**src/rtl/mbc_pkg.sv**
```systemverilog
package mbc_pkg;
  typedef enum logic [2:0] {
    ST_IDLE,
    ST_T1,
    ST_T2,
    ST_TW,
    ST_T3,
    ST_HOLD
  } bus_state_e;
endpackage

```
**src/rtl/mbc_clk_div.sv**
```systemverilog
module mbc_clk_div #(
  parameter int unsigned DIV = 2
) (
  input  logic clk_i,
  input  logic rst_ni,
  output logic tick_o,
  output logic clk_o
);
  localparam int unsigned CW = (DIV > 1) ? $clog2(DIV) : 1;
  localparam logic [CW-1:0] LAST = CW'(DIV - 1);
  localparam logic [CW-1:0] HALF = CW'(DIV / 2);

  logic [CW-1:0] cnt_q;

  always_ff @(posedge clk_i or negedge rst_ni) begin
    if (!rst_ni) cnt_q <= '0;
    else if (cnt_q == LAST) cnt_q <= '0;
    else cnt_q <= cnt_q + 1'b1;
  end

  assign tick_o = (cnt_q == LAST);
  assign clk_o  = (cnt_q >= HALF);
endmodule

```
**src/rtl/mbc_seq.sv**
```systemverilog
module mbc_seq
  import mbc_pkg::*;
#(
  parameter int unsigned AW = 16,
  parameter int unsigned DW = 8
) (
  input  logic          clk_i,
  input  logic          rst_ni,
  input  logic          tick_i,
  input  logic          req_i,
  input  logic          req_wr_i,
  input  logic          req_io_i,
  input  logic [AW-1:0] req_addr_i,
  input  logic [DW-1:0] req_wdata_i,
  input  logic          ready_i,
  input  logic          hold_i,
  input  logic [DW-1:0] ad_i,
  output bus_state_e    state_o,
  output logic [AW-1:0] cur_addr_o,
  output logic          cur_wr_o,
  output logic          cur_io_o,
  output logic [DW-1:0] cur_wdata_o,
  output logic [DW-1:0] rdata_o,
  output logic          done_o
);
  bus_state_e    st_q;
  logic [AW-1:0] addr_q;
  logic          wr_q, io_q, done_q;
  logic [DW-1:0] wdata_q, rdata_q;

  always_ff @(posedge clk_i or negedge rst_ni) begin
    if (!rst_ni) begin
      st_q    <= ST_IDLE;
      addr_q  <= '0;
      wr_q    <= 1'b0;
      io_q    <= 1'b0;
      wdata_q <= '0;
      rdata_q <= '0;
      done_q  <= 1'b0;
    end else begin
      done_q <= 1'b0;
      if (tick_i) begin
        unique case (st_q)
          ST_IDLE: begin
            // hold outranks a pending request
            if (hold_i) st_q <= ST_HOLD;
            else if (req_i) begin
              addr_q  <= req_addr_i;
              wr_q    <= req_wr_i;
              io_q    <= req_io_i;
              wdata_q <= req_wdata_i;
              st_q    <= ST_T1;
            end
          end
          ST_T1: st_q <= ST_T2;
          ST_T2, ST_TW: begin
            if (ready_i) begin
              if (!wr_q) rdata_q <= ad_i;
              st_q <= ST_T3;
            end else begin
              st_q <= ST_TW;
            end
          end
          ST_T3: begin
            done_q <= 1'b1;
            st_q   <= ST_IDLE;
          end
          ST_HOLD: if (!hold_i) st_q <= ST_IDLE;
          default: st_q <= ST_IDLE;
        endcase
      end
    end
  end

  assign state_o     = st_q;
  assign cur_addr_o  = addr_q;
  assign cur_wr_o    = wr_q;
  assign cur_io_o    = io_q;
  assign cur_wdata_o = wdata_q;
  assign rdata_o     = rdata_q;
  assign done_o      = done_q;
endmodule

```
**src/rtl/mbc_pins.sv**
```systemverilog
module mbc_pins
  import mbc_pkg::*;
#(
  parameter int unsigned AW = 16,
  parameter int unsigned DW = 8
) (
  input  bus_state_e       state_i,
  input  logic [AW-1:0]    cur_addr_i,
  input  logic             cur_wr_i,
  input  logic             cur_io_i,
  input  logic [DW-1:0]    cur_wdata_i,
  output logic [AW-DW-1:0] addr_hi_o,
  output logic             addr_hi_oe_o,
  output logic [DW-1:0]    ad_o,
  output logic             ad_oe_o,
  output logic             ale_o,
  output logic             rd_no,
  output logic             wr_no,
  output logic             io_m_o,
  output logic             ctrl_oe_o,
  output logic             hlda_o
);
  logic in_t1, in_strobe, in_data, in_hold;

  always_comb begin
    in_t1     = (state_i == ST_T1);
    in_strobe = (state_i == ST_T2) || (state_i == ST_TW);
    in_data   = in_strobe || (state_i == ST_T3);
    in_hold   = (state_i == ST_HOLD);

    addr_hi_o    = cur_addr_i[AW-1:DW];
    addr_hi_oe_o = !in_hold;
    ctrl_oe_o    = !in_hold;
    hlda_o       = in_hold;
    ale_o        = in_t1;
    // shared bus driven only for address and write data
    ad_oe_o      = in_t1 || (cur_wr_i && in_data);
    ad_o         = in_t1 ? cur_addr_i[DW-1:0] : cur_wdata_i;
    rd_no        = !(in_strobe && !cur_wr_i);
    wr_no        = !(in_strobe && cur_wr_i);
    io_m_o       = cur_io_i;
  end
endmodule

```
**src/rtl/mbc_bus_ctrl.sv**
```systemverilog
module mbc_bus_ctrl
  import mbc_pkg::*;
#(
  parameter int unsigned AW  = 16,
  parameter int unsigned DW  = 8,
  parameter int unsigned DIV = 2
) (
  input  logic             clk_i,
  input  logic             rst_ni,
  input  logic             req_i,
  input  logic             req_wr_i,
  input  logic             req_io_i,
  input  logic [AW-1:0]    req_addr_i,
  input  logic [DW-1:0]    req_wdata_i,
  output logic [DW-1:0]    rdata_o,
  output logic             done_o,
  output logic [AW-DW-1:0] addr_hi_o,
  output logic             addr_hi_oe_o,
  output logic [DW-1:0]    ad_o,
  input  logic [DW-1:0]    ad_i,
  output logic             ad_oe_o,
  output logic             ale_o,
  output logic             rd_no,
  output logic             wr_no,
  output logic             io_m_o,
  output logic             ctrl_oe_o,
  input  logic             ready_i,
  input  logic             hold_i,
  output logic             hlda_o,
  output logic             clk_o
);
  logic          tick;
  bus_state_e    state;
  logic [AW-1:0] cur_addr;
  logic          cur_wr, cur_io;
  logic [DW-1:0] cur_wdata;

  mbc_clk_div #(.DIV(DIV)) i_div (
    .clk_i  (clk_i),
    .rst_ni (rst_ni),
    .tick_o (tick),
    .clk_o  (clk_o)
  );

  mbc_seq #(.AW(AW), .DW(DW)) i_seq (
    .clk_i       (clk_i),
    .rst_ni      (rst_ni),
    .tick_i      (tick),
    .req_i       (req_i),
    .req_wr_i    (req_wr_i),
    .req_io_i    (req_io_i),
    .req_addr_i  (req_addr_i),
    .req_wdata_i (req_wdata_i),
    .ready_i     (ready_i),
    .hold_i      (hold_i),
    .ad_i        (ad_i),
    .state_o     (state),
    .cur_addr_o  (cur_addr),
    .cur_wr_o    (cur_wr),
    .cur_io_o    (cur_io),
    .cur_wdata_o (cur_wdata),
    .rdata_o     (rdata_o),
    .done_o      (done_o)
  );

  mbc_pins #(.AW(AW), .DW(DW)) i_pins (
    .state_i      (state),
    .cur_addr_i   (cur_addr),
    .cur_wr_i     (cur_wr),
    .cur_io_i     (cur_io),
    .cur_wdata_i  (cur_wdata),
    .addr_hi_o    (addr_hi_o),
    .addr_hi_oe_o (addr_hi_oe_o),
    .ad_o         (ad_o),
    .ad_oe_o      (ad_oe_o),
    .ale_o        (ale_o),
    .rd_no        (rd_no),
    .wr_no        (wr_no),
    .io_m_o       (io_m_o),
    .ctrl_oe_o    (ctrl_oe_o),
    .hlda_o       (hlda_o)
  );
endmodule

```
**config.mk**
```make
export PLATFORM = sky130hd
export DESIGN_NAME = mbc_bus_ctrl
export DESIGN_NICKNAME = d
export VERILOG_FILES = /design/src/rtl/mbc_pkg.sv /design/src/rtl/mbc_clk_div.sv /design/src/rtl/mbc_seq.sv /design/src/rtl/mbc_pins.sv /design/src/rtl/mbc_bus_ctrl.sv
export SDC_FILE = /design/constraint.sdc
export NUM_CORES = 1
export LEC_CHECK = 0
export ABC_AREA = 1
export CAP_MARGIN = 10
export CORE_ASPECT_RATIO = 1.2
export CORE_MARGIN = 2
export CORE_UTILIZATION = 41
export DETAILED_ROUTE_END_ITERATION = 10
export HOLD_SLACK_MARGIN = 0.12
export MAX_ROUTING_LAYER = met4
export PLACE_DENSITY = 0.74
export SLEW_MARGIN = 10
export SYNTH_ARGS = -nofsm -noshare
export SYNTH_HDL_FRONTEND = slang
export SYNTH_SLANG_ARGS = --single-unit
export TNS_END_PERCENT = 50
```
**constraint.sdc**
```tcl
create_clock -name clk_i -period 2.7 [get_ports clk_i]
set_input_delay 0.27 -clock clk_i [delete_from_list [all_inputs] [get_ports clk_i]]
set_output_delay 0.27 -clock clk_i [all_outputs]
set_load 0.01 [all_outputs]
```
==> impl_summary.md, run 1 <==
Outcome
The run finished with clean final reports.

Setup path
The critical path is of the reg2out type. At the worst endpoint, the required time is 2.43 ns. The highest cell delay on the worst timing path is 0.48 ns.

The signal on the critical path passes through inv_2 -> nand3_1 -> clkinv_1 -> nand2_1 -> nand2_1 -> clkdlybuf4s50_1. The endpoint arrival time on the critical path is 1.98 ns. The worst-path cell with the longest stage delay is clkdlybuf4s50_1.

The worst setup path is captured at an output pin. The number of buffers and inverters on the critical path is 3. The startpoint kind of the worst setup timing path is a register. The most numerous cell type found on the critical path is nand2_1.

The register-to-register path setup slack is 1.08 ns. The highest fanout seen on the critical path is 9. The gate family responsible for the most delay along the worst path is buffers and inverters.

Clock tree
After clock tree synthesis, the clock-pin slew on the worst setup and hold paths is 0.08 ns. The clock sink count is 39. The total number of H-tree levels is 2.

Once the clock tree was built, the resizer swapped 0 gates to a different size. The TritonCTS clock tree is done. The clock root buffer master is clkbuf_8. The clock latency on the worst-skew pair is 0.29 ns. Buffers inserted during clock tree synthesis total 5.

The number of hold-repair buffers added at the cts stage is 1. The clock tree buffer depth is 2. Buffers added to address setup during post-CTS repair amount to 0.

Floorplanning
For this configuration, the core starts out at a cell density of 0.431. The core area is 0.00433 mm2. 73 I/O pins were placed. Measured along the y axis, the die boundary spans 77.9 um.

The die is 65.6 um wide. The site row count is 26. The overall die area is 0.00511 mm2.

Synth
During synthesis, Yosys emitted a total of 0 warnings. The number of cells produced by synthesis is 226. The area of the mapped netlist is 0.00187 mm2. The count of unique library cells instantiated by Yosys is 20. Averaged over all synthesized cells, the footprint is 8.26 um2. By area the synthesized netlist is led by dfrtp_1 (52%), nand2_1 (15%), inv_1 (8.2%), o21ai_0 (5.9%), o21ai_2 (3.8%). The area fraction of the dominant cell type after synthesis is 0.523. The cell taking the most area after synthesis is dfrtp_1. The number of nets in the synthesized netlist is 265. For this run, the register share of the synthesized area comes to 0.523. Counting flops and latches in the post-synthesis netlist gives 39.

Finish
The fraction of final layout cells sized beyond drive strength 1 is 0.0890. The repair_antennas step left the layout with diodes totalling 0. The number of nets in the layout is 330. The multi-input combinational cells in the finished layout cover a total of 617 um2. The layout has 389 filler cells.

The signed area change from the synthesized netlist to the final layout is 42.0%. Across the whole layout, storage elements account for 976 um2. The core utilization of the finished layout is 0.612.

Timing
The final number of hold-violating endpoints is 0. In the final timing run, aggregate negative setup slack is 0 ns. The pin slew with the least headroom to its limit is 0.854 ns. The number of slew-limit violations in the final report is 0. Setup violations remaining at the end of the flow were counted as 0. The tightest hold path in the finished design has a slack of 0.485 ns. Timing would allow up to 444 MHz. Headroom to the max-slew limit came out at 0.431. Counting I/O delays and the setup requirement, the final critical path takes 2.25 ns. The fraction of the cycle the final worst path needs is 0.835. The final setup skew is 0.00676 ns.

Setup repair after global routing left no endpoint under its margin.

Placed design
Routability-driven placement finished with a final weighted congestion of 0.828. During placement, the flow inserted port buffers numbering 72. The placed wire-length estimate after detailed placement is 2.64 mm.

Drt
The residual antenna-violating net count after detailed routing is 0. The first routing iteration left 90 violations. The count of unresolved DRC violations after routing is 0. The aggregate routed wire length is 3.64 mm.

The mean routed wirelength per cell is 10.5 um. The average via count per standard cell is 4.31. The routed layout has 1501 vias.

The number of iterations in the first detailed-routing pass is 4.

Power
The standby leakage power is 0.00134 uW. The total power density per cell area is 993 mW/mm2. The maximum vdd drop is 0.000562 V.

Global route
Entering global routing, the biggest net connects 53 pins. The aggregate global routing overflow is 0. The global-route wire length before repair is 6.13 mm. The initial antenna violation count is 0. The global-route usage over all layers is 0.162. The via count of the first global-routing pass is 1391.

Run
Across the run, the number of max-cap violations was 0.

Hold path
The tightest min-delay check is of the reg2reg type.
area by class of cell:
| cell class | instances | share of cell area |
|---|---|---|
| Inverter | 44 | 0.0623 |
| Tap cell | 56 | 0.0264 |
| Clock inverter | 3 | 0.00755 |
| Multi-Input combinational cell | 127 | 0.233 |
| Sequential cell | 39 | 0.368 |
| Timing Repair Buffer | 74 | 0.277 |
| Clock buffer | 5 | 0.0260 |
synthesized netlist by cell type (all sizes together):
| library cell | count |
|---|---|
| nor2 | 7 |
| buf | 14 |
| clkinv | 1 |
| clkbuf | 2 |
| nor3 | 1 |
| nand2 | 77 |
| o211ai | 1 |
| inv | 43 |
| o21ai | 34 |
| nand3 | 4 |
| dfrtp | 39 |
| nand4 | 3 |
through the flow:
stage | setup WS (ns) | std cells | area [um2] | total power (uW)
floorplan | 1.26 | 226 | 1870 | 1710
global placement | 0.773 | 339 | 2550 | 2250
detailed placement | 0.738 | 339 | 2550 | 2270
CTS | 0.415 | 348 | 2650 | 2670
global route | 0.248 | 348 | 2650 | 2850
finish | 0.446 | 348 | 2650 | 2630
logic make-up (layout without fill, tap and decap cells):
group                  after synthesis  count (layout)  synth area share
DFF                                 39              39             0.523
AOI/OAI and AO/OA                   35              35             0.111
and+or+nand+nor                     92              92             0.219
buffers and inverters               60             126             0.147
power breakdown:
| group | internal [uW] | leakage (uW) | switching (uW) |
|---|---|---|---|
| combinational | 659 | 0.000816 | 591 |
| sequential | 837 | 0.000487 | 156 |
| clock | 180 | 0.0000402 | 207 |
| total | 1680 | 0.00134 | 954 |
sequential cells by signal (all words and copies together) (netlist names):
signal,flops
i_seq.cur_wr_o,1
i_seq.cur_wdata_o,8
i_seq.cur_addr_o,16
i_seq.done_o,1
i_div.tick_o,1
i_seq.rdata_o,8
i_seq.state_o,3
i_seq.cur_io_o,1
worst paths after layout:
check                                  from              endpoint  cells past startpoint
setup / recovery           i_seq.state_o[2]               ad_o[7]                      6
hold / removal             i_seq.rdata_o[0]      i_seq.rdata_o[0]                      2
setup reg to reg           i_seq.state_o[0]  i_seq.cur_addr_o[13]                      3
hold reg to reg            i_seq.rdata_o[0]      i_seq.rdata_o[0]                      2
max in group asynchronous            rst_ni  i_seq.cur_wdata_o[0]                      2
min in group asynchronous            rst_ni      i_seq.rdata_o[2]                      2
per-layer routing:
metal  vias to the layer above  GRT usage  share of wire
met5                         -          -              0
met4                         0     0.0750          0.022
met3                         7     0.0348          0.044
met2                        36      0.269           0.49
met1                       660      0.184           0.44
li1                        798          -              -
tightest hold or removal path, stage by stage (launching register included):
cell and delay [ns]:
dfrtp_1 0.35, nand2_1 0.06, o21ai_2 0.05
placed cells by master (no fill, tap or decap):
cell / instances
nand4_4: 2
clkinvlp_4: 2
nand3_1: 4
nand2_2: 2
o21ai_0: 22
nand4_1: 1
inv_1: 41
o21ai_1: 4
dlygate4sd3_1: 1
nor2_4: 2
clkinv_2: 1
inv_2: 2
o211ai_1: 1
clkdlybuf4s50_1: 71
clkinv_1: 1
clkbuf_8: 5
nor2_1: 5
buf_2: 1
buf_4: 1
dfrtp_1: 39
o21ai_2: 8
nor3_1: 1
nand2_1: 75
(Power assumes the default switching activity.)
==> run 2, diff against run 1 <==
==> constraint.sdc (replaced) <==
create_clock -name clk_i -period 2.3 [get_ports clk_i]
set_input_delay 0.23 -clock clk_i [delete_from_list [all_inputs] [get_ports clk_i]]
set_output_delay 0.23 -clock clk_i [all_outputs]
set_load 0.01 [all_outputs]
==> impl_summary.md, run 2 (synthesis gave the netlist of run 1 again) <==
Drt
The number of iterations in the first detailed-routing pass is 4 (unchanged). The count of unresolved DRC violations after routing is 0 (unchanged). The average via count per standard cell is 4.45 (was 4.31). The aggregate routed wire length came to 3.87 mm (was 3.64 mm). The number of design-rule violations left by the first detailed-router iteration came to 89 (was 90). The mean routed wirelength per cell came to 11.1 um (was 10.5 um).

The vias after detailed routing came to 1549 (was 1501). The residual antenna-violating net count after detailed routing came to 0 (unchanged).

Floorplanning
The total I/O pin count is 73 (unchanged). The core area is 0.00433 mm2 (unchanged). The overall die area is 0.00511 mm2 (unchanged). The chip width was 65.6 um (unchanged). The chip height is 77.9 um (unchanged). The initial cell density of the core came to 0.431 (unchanged).

The site row count was 26 (unchanged).

Setup path
The highest cell delay on the worst timing path is 0.53 ns (was 0.48 ns). The startpoint of the most critical register-to-register path was i_seq.state_o[0] (unchanged). CP cell instances: inv_2 -> nand3_2 -> clkinvlp_4 -> nand2_1 -> nand2_1 -> clkdlybuf4s50_1 (was inv_2 -> nand3_1 -> clkinv_1 -> nand2_1 -> nand2_1 -> clkdlybuf4s50_1). The register-to-register path setup slack was 0.77 ns (was 1.08 ns).

The number of buffers and inverters on the critical path is 3 (unchanged). The gate family responsible for the most delay along the worst path is buffers and inverters (unchanged). The highest fanout seen on the critical path is 6 (was 9). The kind of capture point of the worst setup path is an output pin (unchanged). The total stage count of the critical path is 6 (unchanged).

The critical path start-end classification is reg2out (unchanged). The endpoint arrival time on the critical path was 1.90 ns (was 1.98 ns). The worst reg-to-reg path cell count was 5 (was 3). The worst endpoint required time is 2.07 ns (was 2.43 ns). The cell repeated most along the worst path is nand2_1 (unchanged).

The worst-path cell with the longest stage delay is clkdlybuf4s50_1 (unchanged). The startpoint kind of the worst setup timing path was a register (unchanged). The critical register-to-register path endpoint is i_seq.cur_addr_o[0] (was i_seq.cur_addr_o[13]).

Timing
The final setup skew came to 0.00142 ns (was 0.00676 ns). The number of failing setup endpoints in the final timing report is 0 (unchanged). The setup TNS after final layout came to 0 ns (unchanged). The relative slew slack is 0.434 (was 0.431). The final critical-path setup slack is 0.173 ns (was 0.446 ns).

The final number of hold-violating endpoints is 0 (unchanged). RSZ-0062 raised after global routing: false (unchanged). In the finished design, the share of the clock period the worst path needs comes to 0.925. The pin slew with the least headroom to its limit is 0.849 ns (was 0.854 ns). The achievable frequency is 470 MHz. The smallest clock period supported by the final layout is computed as 2.13 ns. The number of slew-limit violations in the final report is 0 (unchanged).

Finish
The fraction of final layout cells sized beyond drive strength 1 is 0.0925 (was 0.0890). The flip-flop count of the largest register after layout is 16 (unchanged). The number of standard cells in the final layout excluding fillers is 348 (unchanged). The signed area change from the synthesized netlist to the final layout is 42.4% (was 42.0%). The count of inserted antenna diode cells is 0 (unchanged). The number of nets in the layout is 332 (was 330). The final standard cell area without fillers is 0.00266 mm2 (was 0.00265 mm2).

The area of the multi-input gates is 622 um2 (was 617 um2). The most frequent standard cell in the layout excluding fill and tap cells is nand2_1 (unchanged). The number of filler instances in the final layout is 412 (was 389). Top library cells by usage in the layout, fill and taps aside: nand2_1 (75), clkdlybuf4s50_1 (71), inv_1 (41), dfrtp_1 (39), o21ai_0 (22) (unchanged). The register cell area after layout is 976 um2 (unchanged).

Power
The standby leakage power is 0.00134 uW (about the same). The total power draw is 3080 uW (was 2630 uW). The total power density per cell area is 1160 mW/mm2 (was 993 mW/mm2). The maximum vdd drop is 0.000506 V (was 0.000562 V).

Placed design
The number of cells in the design after placement is 340 (was 339). The placed wire-length estimate after detailed placement is 2.85 mm (was 2.64 mm). The number of input and output port buffers inserted came to 72 (unchanged). The final estimated routing congestion in global placement is 0.840 (was 0.828). The setup slack at placement was 0.418 ns (was 0.738 ns). The post-place instance area is 0.00256 mm2 (was 0.00255 mm2).

Global route
The global-route wire length before repair is 6.49 mm (was 6.13 mm). The aggregate global routing overflow came to 0 (unchanged). The via count of the first global-routing pass is 1429 (was 1391).

The maximum number of pins on one net before global-route repair came to 40 (was 53). The initial antenna violation count is 0 (unchanged). The global-route usage over all layers is 0.170 (was 0.162).

Hold path
The type of the tightest min-delay check was reg2reg (unchanged). The launch instance of the worst min-delay path is i_seq.rdata_o[7] (was i_seq.rdata_o[0]). The sink of the worst hold path is i_seq.rdata_o[7] (was i_seq.rdata_o[0]).

The cell count of the worst hold path is 2 (unchanged).

Clock tree
The TritonCTS clock tree is done (unchanged). The clock latency on the worst-skew pair is 0.28 ns (was 0.29 ns). The CTS buffer count is 5 (unchanged).

The CTS clock-pin slew for the worst setup and hold paths is 0.07 ns (was 0.08 ns). The total number of H-tree levels is 2 (unchanged). The clock sink count is 39 (unchanged).

The buffers inserted during post-CTS setup optimization is 0 (unchanged). The clock root buffer master is clkbuf_8 (unchanged). The clock tree buffer depth is 2 (unchanged).

Outcome
Result of the run: completed (unchanged).

Run
The max-capacitance violation count was 0 (unchanged).
-- run 2: worst min-delay path, cell delays in order (launching register included) --
cell	delay [ns]
dfrtp_1	0.34
nand2_1	0.06
o21ai_2	0.05
-- run 2: stage by stage --
step | utilization | hold WS [ns]
after CTS | 0.610 | 0.481
after floorplan | - | -0.0656
after detailed placement | 0.591 | 0.382
after global placement | 0.591 | 0.388
after global routing | 0.614 | 0.498
final | 0.614 | 0.482
-- run 2: power by group --
group,internal (uW),leakage [uW],switching [uW]
sequential,983,0.000487,184
clock,202,0.0000371,207
combinational,786,0.000820,718
total,1970,0.00134,1110
-- run 2: area by class of cell --
class | count | share of cell area
flip-flops and latches | 39 | 0.367
repair buffers | 75 | 0.279
multi-input cells | 127 | 0.234
inverters | 44 | 0.0636
clock buffers | 6 | 0.0273
well taps | 56 | 0.0264
repair inverters | 1 | 0.00282
-- run 2: layer usage --
| layer | wire, um | vias to the layer above | track usage |
|---|---|---|---|
| met5 | 0 | - | - |
| met4 | 70 | 0 | 0.0750 |
| met3 | 173 | 5 | 0.0261 |
| met2 | 1990 | 39 | 0.273 |
| met1 | 1630 | 699 | 0.210 |
| li1 | - | 806 | - |
-- run 2: how the worst max path moves through the flow --
stage                startpoint   endpoint  slack, ns
6_report       i_seq.state_o[2]    ad_o[2]       0.17
5_1_grt        i_seq.state_o[2]    ad_o[1]       0.01
4_1_cts        i_seq.state_o[2]    ad_o[4]       0.11
3_5_place_dp   i_seq.state_o[2]    ad_o[0]       0.42
3_3_place_gp   i_seq.state_o[2]    ad_o[3]       0.48
2_1_floorplan  i_seq.state_o[2]  ctrl_oe_o       0.90
-- run 2: repair_timing --
item | 4_1_cts | 5_1_grt
endpoints found under the hold margin | 39 | 0
hold buffers | 1 | 0
setup endpoints to repair | 0 | 8
gates resized for setup | 0 | 3
==> run 3, diff against run 2 <==
--- a/config.mk
+++ b/config.mk
@@ -5,15 +5,15 @@
 export SDC_FILE = /design/constraint.sdc
 export NUM_CORES = 1
 export LEC_CHECK = 0
-export ABC_AREA = 1
+export ABC_AREA = 0
 export CAP_MARGIN = 10
 export CORE_ASPECT_RATIO = 1.2
 export CORE_MARGIN = 2
-export CORE_UTILIZATION = 41
+export CORE_UTILIZATION = 25
 export DETAILED_ROUTE_END_ITERATION = 10
 export HOLD_SLACK_MARGIN = 0.12
 export MAX_ROUTING_LAYER = met4
-export PLACE_DENSITY = 0.74
+export PLACE_DENSITY = 0.49
 export SLEW_MARGIN = 10
 export SYNTH_ARGS = -nofsm -noshare
 export SYNTH_HDL_FRONTEND = slang
==> impl_summary.md, run 3 <==
Outcome
Result of the run: completed (unchanged).

Clock tree
The clock root buffer master is clkbuf_8 (unchanged). The clock tree buffer depth is 2 (unchanged). The total number of H-tree levels is 2 (unchanged). The TritonCTS clock tree is done (unchanged). The CTS buffer count is 5 (unchanged). The CTS clock-pin slew for the worst setup and hold paths is 0.07 ns (about the same). The clock sink count is 39 (unchanged). The clock latency on the worst-skew pair is 0.29 ns (was 0.28 ns).

Synth
The number of warnings reported in the yosys synthesis log is 0 (unchanged). The proportion of synthesized chip area in sequential cells was 0.538 (was 0.523). The most repeated cell in the gate-level netlist after synthesis is dfrtp_1 (was nand2_1). The area fraction of the dominant cell type after synthesis is 0.538 (was 0.523). Dominant cells by area after synthesis: dfrtp_1 (54%), mux2_4 (17%), mux2_2 (14%), buf_4 (3.7%), nand4b_4 (1.3%) (was dfrtp_1 (52%), nand2_1 (15%), inv_1 (8.2%), o21ai_0 (5.9%), o21ai_2 (3.8%)). The average instance area after synthesis was 15.1 um2 (was 8.26 um2). The number of nets in the synthesized netlist was 159 (was 265). Most numerous cell types in the synthesized netlist: dfrtp_1 (39), mux2_2 (22), mux2_4 (20), buf_4 (9) (was nand2_1 (75), inv_1 (41), dfrtp_1 (39), o21ai_0 (22), buf_4 (9)). The number of flops mapped to enable cells by yosys is 0 (unchanged).

The proportion of synthesized flip-flops having asynchronous set or reset is 1.00 (unchanged). The count of state elements after synthesis came to 39 (unchanged). The count of unique library cells instantiated by Yosys was 24 (was 20). The leading register cell type out of synthesis is dfrtp_1 (unchanged). The cell taking the most area after synthesis is dfrtp_1 (unchanged). The number of cells produced by synthesis is 120 (was 226). The area of the mapped netlist is 0.00182 mm2 (was 0.00187 mm2).

Finish
The signed area change from the synthesized netlist to the final layout was 47.3% (was 42.4%). The area of the multi-input gates is 731 um2 (was 622 um2). The number of filler instances in the final layout is 709 (was 412). The register cell area after layout came to 978 um2 (was 976 um2).

The most frequent standard cell in the layout excluding fill and tap cells is clkdlybuf4s50_1 (was nand2_1). Top library cells by usage in the layout, fill and taps aside: clkdlybuf4s50_1 (70), dfrtp_1 (37), mux2_2 (22), mux2_4 (20), clkbuf_8 (6) (was nand2_1 (75), clkdlybuf4s50_1 (71), inv_1 (41), dfrtp_1 (39), o21ai_0 (22)). The number of nets in the layout is 229 (was 332). The final standard cell area without fillers was 0.00268 mm2 (was 0.00266 mm2). The fraction of final layout cells sized beyond drive strength 1 is 0.321 (was 0.0925). The flip-flop count of the largest register after layout was 16 (unchanged). The count of inserted antenna diode cells was 0 (unchanged).

Timing
The minimum clock period after layout is 2.20 ns (was 2.13 ns). RSZ-0062 raised after global routing: false (unchanged). The final setup skew is 0.00623 ns (was 0.00142 ns). The minimum hold slack is 0.504 ns (was 0.482 ns).

The achievable frequency was 454 MHz (was 470 MHz). The pin slew with the least headroom to its limit is 0.854 ns (was 0.849 ns). The fraction of the cycle the final worst path needs is 0.959 (was 0.925).

The relative slew slack was 0.431 (was 0.434). The number of failing setup endpoints in the final timing report is 0 (unchanged). The number of slew-limit violations in the final report is 0 (unchanged).

The final number of hold-violating endpoints came to 0 (unchanged). The setup TNS after final layout came to 0 ns (unchanged).

Placed design
The placed wire-length estimate after detailed placement was 2.86 mm (was 2.85 mm). The final estimated routing congestion in global placement is 0.815 (was 0.840). The number of input and output port buffers inserted is 72 (unchanged). The post-place instance area was 0.00256 mm2 (unchanged).

Setup path
The kind of capture point of the worst setup path is an output pin (unchanged). The worst endpoint required time is 2.07 ns (about the same). The critical path start-end classification is reg2out (unchanged). The endpoint arrival time on the critical path was 1.97 ns (was 1.90 ns).

The highest fanout seen on the critical path was 9 (was 6). The startpoint kind of the worst setup timing path is a register (unchanged).

Drt
The aggregate routed wire length is 3.96 mm (was 3.87 mm). The mean routed wirelength per cell is 14.2 um (was 11.1 um). The average via count per standard cell is 4.25 (was 4.45).

The residual antenna-violating net count after detailed routing is 0 (unchanged). The count of unresolved DRC violations after routing is 0 (unchanged). The vias after detailed routing came to 1190 (was 1549). The number of design-rule violations left by the first detailed-router iteration is 19 (was 89).

The number of iterations in the first detailed-routing pass was 3 (was 4).

Run
The max-capacitance violation count was 0 (unchanged).

Floorplanning
The overall die area was 0.00796 mm2 (was 0.00511 mm2). The core area is 0.00715 mm2 (was 0.00433 mm2). The site row count is 34 (was 26). The chip width is 81.8 um (was 65.6 um). The total I/O pin count is 73 (unchanged). The initial cell density of the core is 0.254 (was 0.431).

The chip height is 97.4 um (was 77.9 um).

Global route
The via count of the first global-routing pass is 1295 (was 1429). The initial antenna violation count is 0 (unchanged). The global-route usage over all layers is 0.107 (was 0.170).

The aggregate global routing overflow is 0 (unchanged). The maximum number of pins on one net before global-route repair is 40 (unchanged). The global-route wire length before repair is 6.31 mm (was 6.49 mm).

Power
The total power density per cell area was 1280 mW/mm2 (was 1160 mW/mm2). The maximum vdd drop is 0.000439 V (was 0.000506 V). The standby leakage power is 0.00119 uW (was 0.00134 uW).

Hold path
The type of the tightest min-delay check was reg2reg (unchanged).
==> run 3: cells by family after synthesis <==
| logic type | after synthesis | share of synthesized area |
|---|---|---|
| simple gates | 13 | 0.0586 |
| compound gates | 8 | 0.0296 |
| flops | 39 | 0.538 |
| mux | 44 | 0.313 |
| buf+inv | 16 | 0.0613 |
==> run 3: power by group <==
group | internal, uW | leakage (uW) | switching, uW | total, uW
Sequential | 1010 | 0.000468 | 186 | 1200
Combinational | 1150 | 0.000678 | 602 | 1750
Clock | 235 | 0.0000470 | 224 | 459
Total | 2400 | 0.00119 | 1010 | 3410
==> run 3: worst paths after layout <==
path / from / endpoint / slack, ns / depth (start not counted)
max: i_seq.state_o[1] / ad_o[7] / 0.1 / 5
min: i_seq.cur_addr_o[7] / i_seq.cur_addr_o[7] / 0.50 / 1
max reg2reg: i_seq.state_o[2] / i_seq.cur_wdata_o[6] / 0.38 / 3
min reg2reg: i_seq.cur_addr_o[7] / i_seq.cur_addr_o[7] / 0.50 / 1
max in group asynchronous: rst_ni / i_seq.state_o[2] / 1.13 / 2
min in group asynchronous: rst_ni / i_seq.cur_addr_o[10] / 0.59 / 2
==> run 3: routing by layer <==
metal | up-vias | track usage | share of wire
met2 | 51 | 0.178 | 0.50
met3 | 6 | 0.0325 | 0.083
met5 | - | - | 0
met4 | 0 | 0.0423 | 0.019
li1 | 554 | - | -
met1 | 579 | 0.118 | 0.40
==> run 3: critical path: stages, from the launching register on <==
cell and delay [ns]:
dfrtp_1 0.39, nor2b_2 0.15, and2_1 0.16, buf_6 0.16
mux2_2 0.34, clkdlybuf4s50_1 0.48
==> run 3: repair_timing <==
action                                  4_1_cts  5_1_grt
resized for setup                             3        3
setup buffers                                 1        0
hold buffers                                  1        0
endpoints found under the setup margin        8        8
hold endpoints to repair                     39        0
==> run 3: cell type report <==
type,instances,area share
inverter,3,0.00421
clock buffer,6,0.0309
clock inverter,1,0.00187
tap,90,0.0421
multi-input combinational,65,0.273
timing repair buffer,76,0.282
sequential,39,0.366
==> run 3: through the flow <==
| stage | std cells | power [uW] | worst slack, ns | util |
|---|---|---|---|---|
| CTS | 280 | 3470 | 0.0369 | 0.373 |
| finish | 280 | 3410 | 0.0952 | 0.374 |
| floorplan | 120 | 2230 | 0.720 | - |
| detailed placement | 271 | 2960 | 0.182 | 0.358 |
| global route | 280 | 3650 | 0.00635 | 0.374 |
| global placement | 271 | 2910 | 0.274 | 0.358 |
